==> config.mk <==
export PLATFORM = sky130hd
export DESIGN_NAME = burst_addr_seq
export DESIGN_NICKNAME = d
export VERILOG_FILES = /design/src/rtl/bseq_pkg.sv /design/src/rtl/bseq_start_arb.sv /design/src/rtl/bseq_beat_ctr.sv /design/src/rtl/burst_addr_seq.sv
export SDC_FILE = /design/constraint.sdc
export NUM_CORES = 1
export LEC_CHECK = 0
export BUFFER_PORTS_ARGS = -buffer_cell sky130_fd_sc_hd__buf_2
export CELL_PAD_IN_SITES_DETAIL_PLACEMENT = 1
export CELL_PAD_IN_SITES_GLOBAL_PLACEMENT = 1
export CORE_ASPECT_RATIO = 1.2
export CORE_UTILIZATION = 30
export CTS_CLUSTER_DIAMETER = 80
export DETAILED_ROUTE_END_ITERATION = 16
export PLACE_DENSITY = 0.71
export RECOVER_POWER = 50
export SLEW_MARGIN = 20
export SYNTH_ARGS = -nofsm -noshare
export SYNTH_HDL_FRONTEND = slang
export SYNTH_SLANG_ARGS = --single-unit
export TNS_END_PERCENT = 20
==> constraint.sdc <==
create_clock -name clk -period 0.9 [get_ports clk]
set_clock_uncertainty 0.1 [all_clocks]
set_input_delay 0.18 -clock clk [delete_from_list [all_inputs] [get_ports clk]]
set_output_delay 0.18 -clock clk [all_outputs]
set_load 0.01 [all_outputs]
==> src/rtl/bseq_pkg.sv <==
package bseq_pkg;

    typedef enum logic [0:0] {
        SEQ_IDLE   = 1'b0,
        SEQ_ACTIVE = 1'b1
    } seq_state_e;

    typedef enum logic [1:0] {
        SRC_NONE = 2'd0,
        SRC_PROC = 2'd1,
        SRC_CTRL = 2'd2
    } start_src_e;

endpackage

==> src/rtl/bseq_start_arb.sv <==
module bseq_start_arb
    import bseq_pkg::*;
(
    input  logic ads_proc_n,
    input  logic ads_ctrl_n,
    input  logic cs1_n,
    output logic start_o
);

    start_src_e src;

    // Processor strobe wins a collision, but only while chip select allows it
    always_comb begin
        if (!ads_proc_n && !cs1_n) begin
            src = SRC_PROC;
        end else if (!ads_ctrl_n) begin
            src = SRC_CTRL;
        end else begin
            src = SRC_NONE;
        end
    end

    assign start_o = (src != SRC_NONE);

endmodule

==> src/rtl/bseq_beat_ctr.sv <==
module bseq_beat_ctr #(
    parameter int BEAT_W = 2
) (
    input  logic              clk,
    input  logic              rst_n,
    input  logic              load_i,
    input  logic [BEAT_W-1:0] base_i,
    input  logic              step_i,
    input  logic              linear_i,
    output logic [BEAT_W-1:0] beat_o
);

    logic [BEAT_W-1:0] base_q;
    logic [BEAT_W-1:0] cnt_q;
    logic [BEAT_W-1:0] lin_w;
    logic [BEAT_W-1:0] ilv_w;

    always_ff @(posedge clk or negedge rst_n) begin
        if (!rst_n) begin
            base_q <= '0;
            cnt_q  <= '0;
        end else if (load_i) begin
            base_q <= base_i;
            cnt_q  <= '0;
        end else if (step_i) begin
            cnt_q  <= cnt_q + 1'b1;
        end
    end

    assign lin_w = base_q + cnt_q;

    for (genvar g = 0; g < BEAT_W; g++) begin : g_ilv
        assign ilv_w[g] = base_q[g] ^ cnt_q[g];
    end

    assign beat_o = linear_i ? lin_w : ilv_w;

    // a load presents the start value as the first beat
    p_load_first_r2: assert property (@(posedge clk) disable iff (!rst_n)
        load_i |=> (beat_o == $past(base_i)));

    // in linear order each accepted step adds one modulo the burst length
    p_step_lin_r6: assert property (@(posedge clk) disable iff (!rst_n)
        (step_i && !load_i && linear_i) |=>
            (!linear_i || beat_o == BEAT_W'($past(beat_o) + 1'b1)));

endmodule

==> src/rtl/burst_addr_seq.sv <==
module burst_addr_seq
    import bseq_pkg::*;
#(
    parameter int ADDR_W = 20,
    parameter int BEAT_W = 2
) (
    input  logic              clk,
    input  logic              rst_n,
    input  logic [ADDR_W-1:0] addr_i,
    input  logic              ads_proc_n,
    input  logic              ads_ctrl_n,
    input  logic              adv_n,
    input  logic              cs1_n,
    input  logic              order_lin,
    output logic [ADDR_W-1:0] addr_o,
    output logic              cyc_valid_o
);

    localparam int UP_W = ADDR_W - BEAT_W;

    seq_state_e        state_q;
    seq_state_e        state_d;
    logic              start;
    logic              step;
    logic [UP_W-1:0]   upper_q;
    logic [BEAT_W-1:0] beat;
    logic              valid_q;

    bseq_start_arb u_arb (
        .ads_proc_n (ads_proc_n),
        .ads_ctrl_n (ads_ctrl_n),
        .cs1_n      (cs1_n),
        .start_o    (start)
    );

    bseq_beat_ctr #(.BEAT_W(BEAT_W)) u_ctr (
        .clk      (clk),
        .rst_n    (rst_n),
        .load_i   (start),
        .base_i   (addr_i[BEAT_W-1:0]),
        .step_i   (step),
        .linear_i (order_lin),
        .beat_o   (beat)
    );

    // Next state and step decision
    always_comb begin
        state_d = state_q;
        step    = 1'b0;
        unique case (state_q)
            SEQ_IDLE: begin
                if (start) state_d = SEQ_ACTIVE;
            end
            SEQ_ACTIVE: begin
                step = !adv_n && !start;
            end
            default: state_d = SEQ_IDLE;
        endcase
    end

    // State register
    always_ff @(posedge clk or negedge rst_n) begin
        if (!rst_n) state_q <= SEQ_IDLE;
        else        state_q <= state_d;
    end

    // Upper address and valid-cycle registers
    always_ff @(posedge clk or negedge rst_n) begin
        if (!rst_n) begin
            upper_q <= '0;
            valid_q <= 1'b0;
        end else begin
            if (start) upper_q <= addr_i[ADDR_W-1:BEAT_W];
            valid_q <= start || step;
        end
    end

    // Outputs
    always_comb begin
        addr_o      = {upper_q, beat};
        cyc_valid_o = valid_q;
    end

    // an accepted strobe captures the upper address and flags a valid cycle
    p_load_upper_r2: assert property (@(posedge clk) disable iff (!rst_n)
        start |=> (addr_o[ADDR_W-1:BEAT_W] == $past(addr_i[ADDR_W-1:BEAT_W])
                   && cyc_valid_o));

    // a processor strobe blocked by chip select changes nothing
    p_cs_block_r3: assert property (@(posedge clk) disable iff (!rst_n)
        (!ads_proc_n && cs1_n && ads_ctrl_n && adv_n) |=>
            ((($stable(addr_o)) || !$stable(order_lin)) && !cyc_valid_o));

    // no strobe and no advance holds the address
    p_hold_r8: assert property (@(posedge clk) disable iff (!rst_n)
        (adv_n && ads_ctrl_n && (ads_proc_n || cs1_n)) |=>
            (($stable(addr_o) || !$stable(order_lin)) && !cyc_valid_o));

    // upper bits move only on an accepted strobe
    p_upper_r10: assert property (@(posedge clk) disable iff (!rst_n)
        !start |=> $stable(addr_o[ADDR_W-1:BEAT_W]));

    // advance before any burst has no effect
    p_idle_r11: assert property (@(posedge clk) disable iff (!rst_n)
        (state_q == SEQ_IDLE && !start) |=> (addr_o == '0 && !cyc_valid_o));

    // an accepted advance flags a valid cycle
    p_valid_step_r13: assert property (@(posedge clk) disable iff (!rst_n)
        step |=> cyc_valid_o);

endmodule

==> impl_results.md <==
* Unrepaired setup endpoints after global routing: true
* Core area at 3030 sq um
* Main area contributors after synthesis: dfrtp_1, mux2_2, buf_6, xnor2_1, xor2_1
* Failing checks: negative hold slack, negative setup slack
* Peak Freq at 674 MHz
* Count of final setup violators at 25
* Fill cell count at 342
* Number of I/O pins at 48
* Worst-path clk slew at 0.13 ns
* Commonest cells in the netlist: dfrtp_1, mux2_2
* Per-cell routed wire length at 12.8 um
* Remaining DRCs at 0
* Initial Utilization at 31.4%
* Setup ws final at -0.585 ns
* Vias/cell at 4.42
* CTS buffer count at 3
* Worst setup EP type: output port
* Finished Cell Area at 1380 sq um
* Max-cap viol count at 0
* Avg Cell Area, Syn at 16.1 sq um
* Post-Synthesis Cells at 59
* Drt pass-1 iters at 1
* Tot GR Track Use at 12.9%
* FP Rows at 22
* Synth Flop Type: dfrtp_1
* # diodes at 0
* Hold Crit Class: input port to register
* Routed wire length at 1.92 mm
* Max-slew headroom at 77.9%
* CP startpoint kind: register
* First-pass GRT wire length at 3.17 mm
* Largest net degree at the start of global routing at 25
* Flops & latches, synth at 24
* Total die area at 3400 sq um
* CTS root buffer: clkbuf_4
* Status: complete, but fails checks
* Top-count cell post-synth: dfrtp_1
* Clock Sinks at 24
* Fin nets at 143
* CTS tree: built
* Peak supply drop at 885 uV
* Worst Tran Pin Value at 0.331 ns
* Post-synth design cell area at 950 sq um
* Required @ worst endpoint at 0.62 ns
* Seq/Total Area, Yosys at 63.2%
* Antenna violations before repair at 0
* Sequential cell area at 601 sq um
* CP Max Fanout at 2
* Ys Warns at 0
* Post-detail-place hpwl at 1.44 mm
* Multi-input logic area at 365 sq um
* Hold Buf Count CTS at 1
* Final Non-Filler Cells at 150
* Setup TNS at -5.86 ns
* Post-synthesis cell type count at 12
* Final Wtd Congestion at 0.682
* Via count at 663
* DR iter-0 viols at 0
* Worst Path Arrival at 1.20 ns
* Htree depth at 1
* Clock Latency Late Sink at 0.31 ns
* Final worst path period need at 1.48 ns
* Power Density at 1800 nW/um^2
* Most area-hungry cell type in the Yosys netlist: dfrtp_1
* Max Slew Vio Count at 0
* Worst Hold Margin at -0.0110 ns
* Pleak at 0.668 nW
* Max Root-Sink Buffers at 2
* GRT overflow at 0
* Die H at 63.6 um
* Final Hold Vio Count at 13
* Vias in the first global route at 709
* Crit Path Class: register to output port
* Chip Width at 53.4 um
* Synthesized Nets at 87
* IO buf count at 47
* Post-synth top area share at 63.2%
* Inst Count DP at 144
* Ys async rst share at 100%
* Post-route ant nets at 0
* Number of flops mapped to enable cells by yosys at 0
* Post-DP Area at 1260 sq um
* Syn-to-layout area delta at 45.1%
* Layout cells sized above 1 at 72.8%
* Final period utilization at 165%
-- per-stage QoR --
stage	hold slack (ns)	utilization (%)	setup slack (ns)	total power, mW
6_report	-0.0110	45.5	-0.585	2.48
5_1_grt	-0.0294	45.5	-0.653	2.59
4_1_cts	-0.0149	45.7	-0.598	2.51
3_5_place_dp	0.0336	41.7	-0.356	1.69
3_3_place_gp	0.0244	41.7	-0.300	1.67
2_1_floorplan	-0.216	-	-0.200	1.46
-- critical path, stage by stage (launching register included) --
cell     delay, ns
dfrtp_1       0.44
ha_4          0.17
nand2_2       0.05
xnor2_1       0.10
buf_2         0.14
-- where the power goes --
group          switching, mW  internal [mW]  total (mW)
Sequential            0.0577           1.18        1.23
Clock                  0.318          0.450       0.768
Combinational          0.202          0.277       0.479
Total                  0.578           1.90        2.48
-- registers in the layout, indices dropped and copies added, names as in the netlist --
register      cells
upper_q          18
cyc_valid_o       1
u_ctr.base_q      2
u_ctr.cnt_q       2
state_q           1
-- cell usage in the layout (no fill, tap or decap) --
cell	netlist	routed
dlygate4sd3_1	0	1
buf_12	0	1
nand2_2	0	1
buf_6	2	3
clkbuf_4	0	4
ha_4	0	1
xor2_1	2	2
nand3b_1	1	1
bufinv_16	0	1
xnor2_1	2	1
nor2b_4	0	1
xnor2_2	0	1
o21ai_4	1	1
dfrtp_1	24	24
buf_2	0	44
mux2_2	20	19
buf_4	0	3
mux2_4	0	1
nor2_1	2	2
or2_4	0	2
-- repair_timing --
item / CTS / global route
cloned: 0 / 0
buffers inserted: 1 / 0
pin swaps: 2 / 1
hold endpoints to repair: 41 / 19
endpoints found under the setup margin: 26 / 28
resized for setup: 11 / 1
-- worst paths after layout --
path	start	cells past startpoint	endpoint	slack [ns]
max	u_ctr.cnt_q[0]$_DFFE_PN0P_	4	addr_o[1]	-0.58
min	addr_i[19]	2	upper_q[17]$_DFFE_PN0P_	-0.01
max reg2reg	u_ctr.cnt_q[0]$_DFFE_PN0P_	4	u_ctr.cnt_q[1]$_DFFE_PN0P_	-0.18
min reg2reg	upper_q[3]$_DFFE_PN0P_	1	upper_q[3]$_DFFE_PN0P_	0.42
max in group asynchronous	rst_n	3	upper_q[6]$_DFFE_PN0P_	0.15
min in group asynchronous	rst_n	3	upper_q[17]$_DFFE_PN0P_	0.29
-- routing by layer --
layer	vias to the layer above	global-route usage [%]	routed length, um
li1	310	-	-
met1	327	15.0	779
met2	26	22.2	998
met3	0	3.38	144
met4	0	3.95	0
met5	-	0	0
-- area by class of cell --
cell class | instances | area share (%)
sequential | 24 | 43.6
multi-input combinational | 33 | 26.5
timing repair buffer | 53 | 22.8
tap | 36 | 3.27
clock inverter | 1 | 2.18
clock buffer | 3 | 1.63
-- kinds of logic (layout without fill, tap and decap cells) --
group / after synthesis / after routing / synth area share, %
simple gates: 7 / 7 / 3.95
fa+ha+maj: 1 / 1 / 1.32
buf+inv: 2 / 57 / 2.37
mux: 20 / 20 / 23.7
xor+xnor: 4 / 4 / 3.69
compound gates: 1 / 1 / 1.71
flops: 24 / 24 / 63.2
Note: power is estimated with default switching activity, not from simulation.
